File: config.mk
export PLATFORM = sky130hd
export DESIGN_NAME = irq_router
export DESIGN_NICKNAME = d
export VERILOG_FILES = /design/src/rtl/irq_route_pkg.sv /design/src/rtl/irq_route_ctrl.sv /design/src/rtl/irq_route_dp.sv /design/src/rtl/irq_router.sv
export SDC_FILE = /design/constraint.sdc
export NUM_CORES = 1
export LEC_CHECK = 0
export BUFFER_PORTS_ARGS = -buffer_cell sky130_fd_sc_hd__buf_2
export CAP_MARGIN = 0
export CORE_ASPECT_RATIO = 2
export CORE_UTILIZATION = 35
export CTS_CLUSTER_DIAMETER = 200
export DETAILED_ROUTE_END_ITERATION = 12
export PLACE_DENSITY = 0.6
export SYNTH_ARGS = -nofsm -noshare
export SYNTH_HDL_FRONTEND = slang
export SYNTH_SLANG_ARGS = --single-unit
File: constraint.sdc
create_clock -name clk -period 3.2 [get_ports clk]
set_input_delay 0.64 -clock clk [delete_from_list [all_inputs] [get_ports clk]]
set_output_delay 0.64 -clock clk [all_outputs]
set_load 0.02 [all_outputs]
File: src/rtl/irq_route_pkg.sv
`timescale 1ns/1ps
package irq_route_pkg;
  localparam int NUM_CPU = 4;
  localparam int CPU_W   = $clog2(NUM_CPU);
  localparam int ADDR_W  = 12;

  typedef enum logic [2:0] {
    RD_ZERO, RD_MASK, RD_PEND, RD_RAW, RD_IIC, RD_ONES
  } rdSel_e;

  typedef enum logic [2:0] {
    KIND_NONE, KIND_MASK, KIND_PEND, KIND_RAW, KIND_IIC, KIND_RSVD
  } regKind_e;

  typedef struct packed {
    logic               holdFromBus;
    logic               holdFromRead;
    logic               readHigh;
    logic [NUM_CPU-1:0] maskWe;
    logic [NUM_CPU-1:0] iicWe;
    rdSel_e             rdSel;
    logic [CPU_W-1:0]   cpuSel;
    logic               accessErr;
  } strobe_t;
endpackage

File: src/rtl/irq_route_ctrl.sv
`timescale 1ns/1ps
module irq_route_ctrl
  import irq_route_pkg::*;
(
  input  logic              clk,
  input  logic              rstN,
  input  logic [ADDR_W-1:0] busAddr,
  input  logic              busWrEn,
  input  logic              busRdEn,
  output strobe_t           stb
);
  logic [ADDR_W-1:0] offset;
  logic              aligned;
  logic              highHalf;
  regKind_e          kind;
  logic [CPU_W-1:0]  cpuIdx;

  assign offset   = {busAddr[ADDR_W-1:3], 3'b000};
  assign aligned  = (busAddr[1:0] == 2'b00);
  assign highHalf = busAddr[2];

  // Offset decode: register kind and the CPU it belongs to
  always_comb begin
    kind   = KIND_NONE;
    cpuIdx = '0;
    case (offset)
      12'h200: begin kind = KIND_MASK; cpuIdx = 2'd0; end
      12'h240: begin kind = KIND_MASK; cpuIdx = 2'd1; end
      12'h600: begin kind = KIND_MASK; cpuIdx = 2'd2; end
      12'h640: begin kind = KIND_MASK; cpuIdx = 2'd3; end
      12'h280: begin kind = KIND_PEND; cpuIdx = 2'd0; end
      12'h2C0: begin kind = KIND_PEND; cpuIdx = 2'd1; end
      12'h680: begin kind = KIND_PEND; cpuIdx = 2'd2; end
      12'h6C0: begin kind = KIND_PEND; cpuIdx = 2'd3; end
      12'h380: begin kind = KIND_IIC;  cpuIdx = 2'd0; end
      12'h3C0: begin kind = KIND_IIC;  cpuIdx = 2'd1; end
      12'h700: begin kind = KIND_IIC;  cpuIdx = 2'd2; end
      12'h740: begin kind = KIND_IIC;  cpuIdx = 2'd3; end
      12'h300: kind = KIND_RAW;
      12'h000, 12'h040, 12'h080, 12'h0C0,
      12'h100, 12'h140, 12'h180, 12'h1C0,
      12'h340, 12'h400, 12'h440, 12'h480, 12'h4C0,
      12'h580, 12'h5C0, 12'h780,
      12'hC00, 12'hC40, 12'hC80, 12'hCC0: kind = KIND_RSVD;
      default: kind = KIND_NONE;
    endcase
  end

  // Strobe generation; a write wins over a simultaneous read
  always_comb begin
    stb        = '0;
    stb.rdSel  = RD_ZERO;
    stb.cpuSel = cpuIdx;
    if (busWrEn) begin
      if (!aligned)                stb.accessErr   = 1'b1;
      else if (!highHalf)          stb.holdFromBus = 1'b1;
      else if (kind == KIND_NONE)  stb.accessErr   = 1'b1;
      else if (kind == KIND_MASK)  stb.maskWe[cpuIdx] = 1'b1;
      else if (kind == KIND_IIC)   stb.iicWe[cpuIdx]  = 1'b1;
    end else if (busRdEn) begin
      if (!aligned) begin
        stb.accessErr = 1'b1;
        stb.rdSel     = RD_ONES;
      end else if (highHalf) begin
        stb.readHigh = 1'b1;
      end else if (kind == KIND_NONE) begin
        stb.accessErr = 1'b1;
        stb.rdSel     = RD_ONES;
      end else begin
        stb.holdFromRead = 1'b1;
        case (kind)
          KIND_MASK: stb.rdSel = RD_MASK;
          KIND_PEND: stb.rdSel = RD_PEND;
          KIND_RAW:  stb.rdSel = RD_RAW;
          KIND_IIC:  stb.rdSel = RD_IIC;
          default:   stb.rdSel = RD_ZERO;
        endcase
      end
    end
  end

  // an erroneous access neither commits nor touches the latch
  p_err_quiet_r10: assert property (@(posedge clk) disable iff (!rstN)
    stb.accessErr |-> (stb.maskWe == '0 && stb.iicWe == '0 &&
                       !stb.holdFromBus && !stb.holdFromRead));

  // a write cycle never captures read data into the latch
  p_write_no_capture_r11: assert property (@(posedge clk) disable iff (!rstN)
    busWrEn |-> !stb.holdFromRead && !stb.readHigh);

  // a low-half write never commits a register
  p_low_write_no_commit_r2: assert property (@(posedge clk) disable iff (!rstN)
    (busWrEn && !busAddr[2]) |-> (stb.maskWe == '0 && stb.iicWe == '0));
endmodule

File: src/rtl/irq_route_dp.sv
`timescale 1ns/1ps
module irq_route_dp
  import irq_route_pkg::*;
#(
  parameter int RAW_W = 64,
  parameter int IIC_W = 24
)(
  input  logic               clk,
  input  logic               rstN,
  input  strobe_t            stb,
  input  logic [31:0]        busWrData,
  input  logic [RAW_W-1:0]   rawReq,
  output logic [31:0]        busRdData,
  output logic [NUM_CPU-1:0] cpuIrq
);
  logic [31:0]                    holdLatch;
  logic [NUM_CPU-1:0][RAW_W-1:0]  maskReg;
  logic [NUM_CPU-1:0][IIC_W-1:0]  iicReg;
  logic [63:0]                    commitVal;
  logic [63:0]                    readVal;

  assign commitVal = {busWrData, holdLatch};

  always_ff @(posedge clk or negedge rstN) begin
    if (!rstN) begin
      holdLatch <= '0;
      maskReg   <= '0;
      iicReg    <= '0;
    end else begin
      if (stb.holdFromBus)       holdLatch <= busWrData;
      else if (stb.holdFromRead) holdLatch <= readVal[63:32];
      for (int c = 0; c < NUM_CPU; c++) begin
        if (stb.maskWe[c]) maskReg[c] <= commitVal[RAW_W-1:0];
        if (stb.iicWe[c])  iicReg[c]  <= commitVal[IIC_W-1:0];
      end
    end
  end

  always_comb begin
    case (stb.rdSel)
      RD_MASK: readVal = 64'(maskReg[stb.cpuSel]);
      RD_PEND: readVal = 64'(maskReg[stb.cpuSel] & rawReq);
      RD_RAW:  readVal = 64'(rawReq);
      RD_IIC:  readVal = 64'(iicReg[stb.cpuSel]);
      default: readVal = '0;
    endcase
  end

  assign busRdData = stb.readHigh ? holdLatch :
                     (stb.rdSel == RD_ONES) ? 32'hFFFF_FFFF : readVal[31:0];

  for (genvar g = 0; g < NUM_CPU; g++) begin : gen_cpu
    assign cpuIrq[g] = |(maskReg[g] & rawReq);

    // committing an all-zero mask silences the line from the next cycle
    p_zero_mask_quiet_r8: assert property (@(posedge clk) disable iff (!rstN)
      (stb.maskWe[g] && commitVal == '0) |=> !cpuIrq[g]);
  end

  // the latch only moves on a latch strobe
  p_hold_stable_r2: assert property (@(posedge clk) disable iff (!rstN)
    (!stb.holdFromBus && !stb.holdFromRead) |=> $stable(holdLatch));

  // a commit leaves the latch as it was
  p_commit_keeps_latch_r3: assert property (@(posedge clk) disable iff (!rstN)
    (stb.maskWe != '0 || stb.iicWe != '0) |=> $stable(holdLatch));
endmodule

File: src/rtl/irq_router.sv
`timescale 1ns/1ps
module irq_router
  import irq_route_pkg::*;
#(
  parameter int RAW_W = 64,
  parameter int IIC_W = 24
)(
  input  logic               clk,
  input  logic               rstN,
  input  logic [11:0]        busAddr,
  input  logic               busWrEn,
  input  logic               busRdEn,
  input  logic [31:0]        busWrData,
  output logic [31:0]        busRdData,
  output logic               accessErr,
  input  logic [RAW_W-1:0]   rawReq,
  output logic [3:0]         cpuIrq
);
  strobe_t stb;

  irq_route_ctrl u_ctrl (
    .clk     (clk),
    .rstN    (rstN),
    .busAddr (busAddr),
    .busWrEn (busWrEn),
    .busRdEn (busRdEn),
    .stb     (stb)
  );

  irq_route_dp #(.RAW_W(RAW_W), .IIC_W(IIC_W)) u_dp (
    .clk       (clk),
    .rstN      (rstN),
    .stb       (stb),
    .busWrData (busWrData),
    .rawReq    (rawReq),
    .busRdData (busRdData),
    .cpuIrq    (cpuIrq)
  );

  assign accessErr = stb.accessErr;

  // a failing read returns all ones
  p_ones_on_err_r10: assert property (@(posedge clk) disable iff (!rstN)
    (busRdEn && !busWrEn && accessErr) |-> busRdData == 32'hFFFF_FFFF);

  // no read data during a write cycle
  p_no_data_on_write_r11: assert property (@(posedge clk) disable iff (!rstN)
    busWrEn |-> busRdData == 32'h0);
endmodule

# Yosys cells after proc, flatten, opt, wreduce, memory -nomap -nowiden
# Cells that the tools add are included.
[word_totals]
ff_bits = 384
latchBits = 0
mem_bits_rw = 0
rom_bits = 0
input_bits = 112
out_inout_bits = 37
wordCells = 115
memories = 0
[op_classes]
addsub = 0
n_mul = 0
div = 0
order_cmp = 2
eq_ne = 41
shifts = 0
muxes = 42
bitwise_logic = 5
n_reduce_logical = 16
[op_table]
columns = ["op", "count"]
rows = [
  ["64-bit bitwise AND", 5],
  ["64-bit case mux with 4 select lines", 1],
  ["64-bit OR reduction", 4],
  ["64-bit binary-select mux with 2-bit select", 1],
  ["32-bit two-way mux", 4],
  ["9-bit by 8-bit == test with 1-bit output (second input constant)", 13],
  ["9-bit by 7-bit == test with 1-bit output (second input constant)", 8],
  ["64-bit two-way mux", 1],
  ["24-bit binary-select mux with 2-bit select", 1],
  ["9-bit by 6-bit == test with 1-bit output (second input constant)", 4],
  ["9-bit == test (second input constant)", 4],
  ["8-bit two-way mux", 4],
  ["24-bit two-way mux", 1],
  ["20-bit OR reduction", 1],
  ["9-bit by 5-bit == test with 1-bit output (second input constant)", 2],
  ["3-bit two-way mux", 5],
  ["3-bit case mux with 5 select lines", 1],
  ["1-bit two-way mux", 14],
  ["3-bit by 2-bit == test with 1-bit output (second input constant)", 4],
  ["12-bit logical NOT", 1],
  ["4-bit two-way mux", 3],
  ["3-bit case mux with 4 select lines", 1],
  ["4-bit OR reduction", 3],
  ["3-bit == test (second input constant)", 3],
  ["other kinds (12)", 17],
]

# Depth between registers and ports, before layout
# Gate-level depths: netlist of run 1.
[depth]
ltp_word = 14
depth_mapped = 9
ltp_nobuf = 6

# Modules after synthesis
# Synthesis of run 1 repeated with hierarchy kept, for this count alone.
[hier_totals]
hier_cells = 1596
area_unflattened_um2 = 20190.6
[by_module_without_submodules]
columns = ["mod", "instances", "cells_each", "area_per_inst_um2", "seq_area_each_um2"]
rows = [
  ["irq_route_dp", 1, 1530, 19755.2, 9609.2],
  ["irq_route_ctrl", 1, 66, 435.4, 0.0],
]

# Least setup slack after synthesis of run 1
# Ideal clock, no wire load.
[synth_timing]
kind = "input to output"
start = "input port busAddr[7]"
end = "output port busRdData[25]"
arrival_ns = 2.521
t_required_ns = 2.560
path_slack_ns = 0.039
path_stages = 8
n_path_buf = 3
path_cell_list = "buf_2 -> nor4b_1 -> o211ai_1 -> nor2_1 -> buf_2 -> buf_2 -> o211ai_1 -> a31oi_1"
[synth_between]
elab_chain_cells = 14
word_cells_on_any_way = 64
cone_classes = "eq/ne (41); mux (13); bitwise (1); reduce/logical (9)"
[synth_lines]
columns = ["element", "line", "text"]
rows = [
  ["start: declaration", "irq_router.sv:10", "input logic [11:0] busAddr,"],
  ["9-bit by 4-bit == test with 1-bit output, or another cell as far along", "irq_route_ctrl.sv:26", "case (offset)"],
  ["20-bit OR reduction or 4-bit OR reduction (tied branches)", "-", ""],
  ["3-bit case mux with 5 select lines", "irq_route_ctrl.sv:26", ""],
  ["3-bit == test, or another cell as far along", "irq_route_ctrl.sv:71", "case (kind)"],
  ["3-bit case mux with 4 select lines", "irq_route_ctrl.sv:71", ""],
  ["3-bit two-way mux", "irq_route_ctrl.sv:66", "end else if (kind == KIND_NONE) begin"],
  ["3-bit two-way mux", "irq_route_ctrl.sv:64", "end else if (highHalf) begin"],
  ["3-bit two-way mux", "irq_route_ctrl.sv:61", "if (!aligned) begin"],
  ["3-bit two-way mux", "irq_route_ctrl.sv:60", "end else if (busRdEn) begin"],
  ["3-bit two-way mux", "irq_route_ctrl.sv:54", "if (busWrEn) begin"],
  ["3-bit == test, or another cell as far along", "irq_route_dp.sv:40", "case (stb.rdSel)"],
  ["64-bit case mux with 4 select lines", "irq_route_dp.sv:40", ""],
  ["32-bit two-way mux *", "irq_route_dp.sv:50", "(stb.rdSel == RD_ONES) ? 32'hFFFF_FFFF : readVal[31:0];"],
  ["32-bit two-way mux *", "irq_route_dp.sv:49", "assign busRdData = stb.readHigh ? holdLatch :"],
  ["end: declaration", "irq_router.sv:14", "output logic [31:0] busRdData,"],
]
# Every way passes the cells marked *; elsewhere a longest branch is shown, timed or not. The select of a mux whose other input is x is not followed.

# Worst setup path in the final report of run 1
[layout_timing]
start = "input port busAddr[11]"
end = "output port busRdData[17]"
# The elaborated chain is that of the path after synthesis.

==> results of run 1 <==
-- sequential cells by signal, summed over array words and instances (netlist names) --
signal,count
u_dp.maskReg,256
u_dp.iicReg,96
u_dp.holdLatch,32
-- power breakdown --
| group | leakage, nW | total [mW] | switching [mW] | internal (mW) |
|---|---|---|---|---|
| logic | 6.01 | 1.24 | 0.784 | 0.454 |
| registers | 5.31 | 5.17 | 0.233 | 4.94 |
| clock network | 0.618 | 4.70 | 2.01 | 2.70 |
| total | 11.9 | 11.1 | 3.02 | 8.09 |
-- worst min path at each step --
stage | from | to | slack (ns) | depth (start not counted)
4_1_cts | rstN | u_dp.holdLatch[2] | 0.05 | 1
3_5_place_dp | u_dp.iicReg[7] | u_dp.iicReg[7] | 0.50 | 1
6_report | rstN | u_dp.maskReg[105] | 0.04 | 1
3_3_place_gp | u_dp.iicReg[16] | u_dp.iicReg[16] | 0.49 | 1
5_1_grt | rstN | u_dp.maskReg[105] | 0.07 | 1
2_1_floorplan | rstN | u_dp.holdLatch[0] | 0.34 | 0
-- area by class of cell --
class,count,area [um^2]
clock inverters,13,198
clock buffers,51,1050
multi-input cells,1136,10200
well taps,750,938
flip-flops and latches,384,9620
inverters,5,18.8
fillers,5186,30700
repair buffers,385,3510
-- layer usage --
metal	up-vias	global-route usage	part of all wire
li1	7039	-	-
met1	8961	0.337	0.33
met5	-	0	0
met3	382	0.0426	0.061
met4	0	0.284	0.12
met2	982	0.521	0.49
-- layout by cell type (no fill, tap or decap), types with 15 or more instances in the layout --
cell and n:
dfrtp_1 377, mux2_2 323, buf_4 180, nand2_1 130
buf_2 113, mux2_1 76, a22o_1 59, o22ai_1 58
nand4_1 51, a2bb2oi_1 50, clkbuf_16 47, buf_12 47
a221oi_1 46, mux2i_1 40, o211ai_1 39, nor2_1 31
buf_6 29, o2bb2ai_1 25, a22oi_1 23, a21oi_1 19
a221oi_2 16, o32a_1 15
-- critical path, delay by kind of cell --
kind	cells	cell delay (ns)
AND/OR/NAND/NOR	1	0.46
AO/OA/AOI/OAI	5	0.87
buffers and inverters	4	0.61
-- cell families after synthesis --
kind of cell,after synthesis
AOI/OAI and AO/OA,435
xor gates and xnor gates,1
buffers and inverters,141
DFF,384
muxes,440
and+or+nand+nor,260
-- metrics by stage --
step           power [mW]  cells  setup slack (ns)  hold slack (ns)  cell area, um^2
2_1_floorplan        5.54   1661            0.0388            0.344            19900
3_3_place_gp         6.32   2631            -0.181            0.487            23100
3_5_place_dp         6.34   2631            -0.142            0.496            23100
4_1_cts              11.0   2697          -0.00861           0.0450            24600
5_1_grt              11.4   2724           -0.0674           0.0670            25500
6_report             11.1   2724           -0.0392           0.0420            25500
-- repair_timing --
action | 4_1_cts | 5_1_grt
resized for setup | 54 | 126
pin swaps | 4 | 28
endpoints found under the setup margin | 31 | 36
hold buffers | 0 | 0
setup buffers | 2 | 17
cloned | 0 | 11
==> impl_metrics.ini, run 1 <==
[logic_synthesis]
synth_xor_xnor_area_share = 0.000441
synth_top_family_by_area = multiplexers
synthAdderAreaFrac = 0
synth_top_area_share = 0.484
syn_nets = 1773
synth-seq-area-share = 0.484
synth-seq-cells = 384
synth_cells = 1661
netlist_area_um2 = 19900
synthArstFlopShare = 1.00
ys_warn_count = 0
synthMuxAreaShare = 0.247
avgSynthCellArea_um2 = 12.0
synth_edf_count = 0
yosys.area.top_type = dfrtp_1
synth_cell_types = 48
synth-simple-area-share = 0.0640
synth_commonest_cells = dfrtp_1 (384), mux2_2 (323), nand2_1 (134)
synth_most_common_cell = dfrtp_1
synth_compound_area_frac = 0.172
synth_ff_type = dfrtp_1
synthTopCellsByArea = dfrtp_1 (48%), mux2_2 (18%), mux2_1 (4.3%)

[critical_path]
crit_path_start_kind = input port
crit_path_end_kind = primary output
crit_fanout = 6
rrSetupSlack_ns = 1.63
required_ns = 2.56
path_class = input port to primary output
cpMostUsedCell = buf_6
r2r_end = u_dp.holdLatch[24]
reg2reg_from = u_dp.maskReg[184]
path_cells = buf_2 -> buf_6 -> a21oi_2 -> o21ba_4 -> a211oi_4 -> or3_4 -> buf_12 -> a211oi_2 -> o32a_1 -> buf_6
cp_data_arrival_time_ns = 2.60
crit_end = busRdData[17]
crit_slowest_cell = or3_4
cp-startpoint = busAddr[11]
reg2regPathDepth = 6
cp_slowest_stage_delay_ns = 0.46

[global_routing]
overflow = 0
grt_usage = 0.311
grt_pass1_vias = 17500
grt_max_degree = 77
antenna_found_initial = 0
grt_pass1_wl_um = 127000

[timing]
layout_setup_ws_ns = -0.0392
hold_viol = 0
slew-limit-headroom = 0.568
skew_ns = 0.0322
tightest_slew_ns = 0.648
post-route-min-period_ns = 3.24
finalMaxSlewViolations = 0
fin_crit_sh = 1.01
fmax_ghz = 0.309
setup_viol = 3
setup_tns_ns = -0.0771
rsz0062_at_grt = true

[routing]
wl_per_cell_um = 33.6
dr.pass1.iters = 5
via_per_inst = 6.37
vias = 17400
ant_nets = 0
wirelength_um = 91600
drt-initial-drc-count = 1501
remaining_drc_errors = 0

[worst_hold_path]
hold_class = input port to async pin

[clock_tree]
cts_tree = built
cts_made_buffers = 36
clock_latency_ns = 0.57
cts_sinks = 384
cts_max_path_buffers = 3
htreeDepth = 2
clock-root-buffer = clkbuf_16
path_clk_slew_ns = 0.06

[die]
core_um2 = 56200
die-height_um = 339
die_w_um = 170
ios = 149
start_util = 0.353
die_area_um2 = 57700
rows = 123

[placement]
dpl.hpwl_um = 68800
portBuffers = 148
gp_congestion = 1.04

[power_and_ir_drop]
p_leak_nw = 11.9
p_per_area_nw_per_um2 = 436
ir_worst_vdd_uv = 320

[final_layout]
drive_gt1_frac = 0.444
final_core_util = 0.454
diodes = 0
layout.nets = 2060
area_delta_synth_final_pct = 28.5

[run_status]
status = finished, violations left
violations = negative setup slack

[job]
drv_cap = 0
No activity file was read; power rests on OpenSTA's default activity.
==> run 2, diff against run 1 <==
--- a/config.mk
+++ b/config.mk
@@ -6,12 +6,13 @@
 export NUM_CORES = 1
 export LEC_CHECK = 0
 export BUFFER_PORTS_ARGS = -buffer_cell sky130_fd_sc_hd__buf_2
-export CAP_MARGIN = 0
+export CELL_PAD_IN_SITES_DETAIL_PLACEMENT = 0
+export CELL_PAD_IN_SITES_GLOBAL_PLACEMENT = 1
 export CORE_ASPECT_RATIO = 2
 export CORE_UTILIZATION = 35
-export CTS_CLUSTER_DIAMETER = 200
+export CTS_CLUSTER_DIAMETER = 120
 export DETAILED_ROUTE_END_ITERATION = 12
-export PLACE_DENSITY = 0.6
+export PLACE_DENSITY = 0.69
 export SYNTH_ARGS = -nofsm -noshare
 export SYNTH_HDL_FRONTEND = slang
 export SYNTH_SLANG_ARGS = --single-unit
==> run 2 against run 1 <==
  * The run still ends with negative setup slack left
  * Combinational power is essentially flat
  * Highest routed layer unchanged
  * Sequential share of layout area rose by 0.18 points
  * Core utilization shrank 0.23 points
  * Critical path type unchanged
  * Largest cell class unchanged
==> impl_metrics.ini, run 2 (synthesized netlist as in run 1, its figures left out) <==
[global_routing]
overflow = 0
grt_pass1_wl_um = 131000
grt_pass1_vias = 17700
grt_usage = 0.320
grt_max_degree = 84
antenna_found_initial = 1

[placement]
place_inst = 2631
gp_congestion = 1.05
portBuffers = 148
dpl.hpwl_um = 68500
place_area_um2 = 23000

[timing]
rsz0062_at_grt = true
fin_crit_sh = 1.02
slew-limit-headroom = 0.532
timing.hold.ws_ns = 0.0797
layout_setup_ws_ns = -0.0791
post-route-min-period_ns = 3.28
finalMaxSlewViolations = 0
hold_viol = 0
skew_ns = 0.0195
fmax_ghz = 0.305
setup_viol = 25
tightest_slew_ns = 0.702

[power_and_ir_drop]
p_comb_frac = 0.113
p_per_area_nw_per_um2 = 434
switching_share = 0.277
internal-power_mw = 7.96
ir_worst_vdd_uv = 429
finalPower_mw = 11.0
p_clk_frac = 0.420
pwr-share-seq = 0.467
p_leak_nw = 11.9
power_switching_mw = 3.05

[final_layout]
area_delta_synth_final_pct = 27.8
num-fill-cells = 5231
final_cell_area_um2 = 25400
diodes = 0
instances_no_fill = 2723
final_common_cell = dfrtp_1
drive_gt1_frac = 0.446
regMostFlops = u_dp.maskReg
register_area_um2 = 9620
final_core_util = 0.452
final_cell_mix = dfrtp_1 (379), mux2_2 (323), buf_4 (187), nand2_1 (124), buf_2 (107)
layout.nets = 2058
multiInputGateArea_um2 = 10200
top_regs = u_dp.maskReg (256), u_dp.iicReg (96), u_dp.holdLatch (32)
largest_reg_flops = 256

[run_status]
status = finished, violations left
violations = negative setup slack

[clock_tree]
clock_latency_ns = 0.57
cts_sinks = 384
cts_tree = built
cts_made_buffers = 37
path_clk_slew_ns = 0.07
htreeDepth = 2
clock-root-buffer = clkbuf_16
cts_max_path_buffers = 3

[critical_path]
path_class = input port to primary output
crit_path_start_kind = input port
crit_slowest_cell = or3_4
path_cells = buf_2 -> buf_6 -> o211ai_1 -> buf_4 -> a211oi_4 -> or3_4 -> buf_12 -> a211oi_2 -> o32a_1 -> buf_6
crit_path_end_kind = primary output
crit_fanout = 7
cpMostUsedCell = buf_6
cp_slowest_stage_delay_ns = 0.48
cp_data_arrival_time_ns = 2.64
required_ns = 2.56

[job]
drv_cap = 0

[routing]
via_per_inst = 6.29
wl_per_cell_um = 34.0
drt-initial-drc-count = 1440
wirelength_um = 92500
vias = 17100
remaining_drc_errors = 0
ant_nets = 0
dr.pass1.iters = 5

[worst_hold_path]
hold_class = input port to async pin

[die]
die_area_um2 = 57700
core_um2 = 56200
rows = 123
die_w_um = 170
ios = 149
start_util = 0.353
die-height_um = 339
run 2: changes by cell type in the layout (fill, tap and decap cells not counted), moves of 5 or more:
cell,before,now
buf_6,29,37
buf_4,180,187
buf_2,113,107
nand2_1,130,124
a21oi_2,4,9
clkbuf_16,47,42
nand2_2,3,8
run 2: metrics by stage:
stage                     setup TNS, ns  setup WS [ns]
after floorplan                       0         0.0388
after global placement            -1.11         -0.141
after detailed placement          -1.82         -0.143
after CTS                        -0.206        -0.0534
after global routing              -3.58         -0.159
final                            -0.692        -0.0791
run 2: path summary, 6_finish.rpt:
kind / start / end / slack (ns) / cells past startpoint
setup reg to reg: u_dp.maskReg[236] / u_dp.holdLatch[12] / 1.70 / 5
hold / removal: rstN / u_dp.iicReg[83] / 0.08 / 1
max in group asynchronous: rstN / u_dp.maskReg[184] / 2.19 / 3
setup / recovery: busAddr[9] / busRdData[3] / -0.08 / 10
min in group clk: busWrData[6] / u_dp.holdLatch[6] / 0.34 / 3
hold reg to reg: u_dp.iicReg[59] / u_dp.iicReg[59] / 0.51 / 1
run 2: power groups by stage:
stage          Combinational, mW  Sequential [mW]  Clock (mW)
4_1_cts                     1.17             5.14        4.69
2_1_floorplan              0.467             5.07           0
3_3_place_gp                1.11             5.22           0
6_report                    1.24             5.15        4.62
3_5_place_dp                1.12             5.23           0
5_1_grt                     1.29             5.15        4.86
run 2: final cells by class:
cell class                 count  share of cell area
multi-input combinational   1136               0.401
timing repair buffer         382               0.134
sequential                   384               0.379
inverter                       5            0.000740
tap                          750              0.0370
clock inverter                11             0.00483
clock buffer                  55              0.0439
run 2: what timing repair did:
| item | in CTS | in global routing |
|---|---|---|
| resized for setup | 64 | 134 |
| endpoints found under the hold margin | 0 | 0 |
| pin swaps | 12 | 44 |
| buffers inserted | 3 | 17 |
| hold buffers | 0 | 0 |
| endpoints found under the setup margin | 34 | 36 |
| gates cloned | 1 | 5 |
run 2: critical path: cells and delay by family:
family | cells | cell delay, ns
simple gates | 1 | 0.48
compound gates | 4 | 0.76
buf+inv | 5 | 0.75
run 2: layer usage:
layer	track usage	routed length, um	vias up
li1	-	-	7037
met1	0.364	32500	8813
met2	0.522	44100	924
met3	0.0476	5750	363
met4	0.273	10100	0
met5	0	0	-
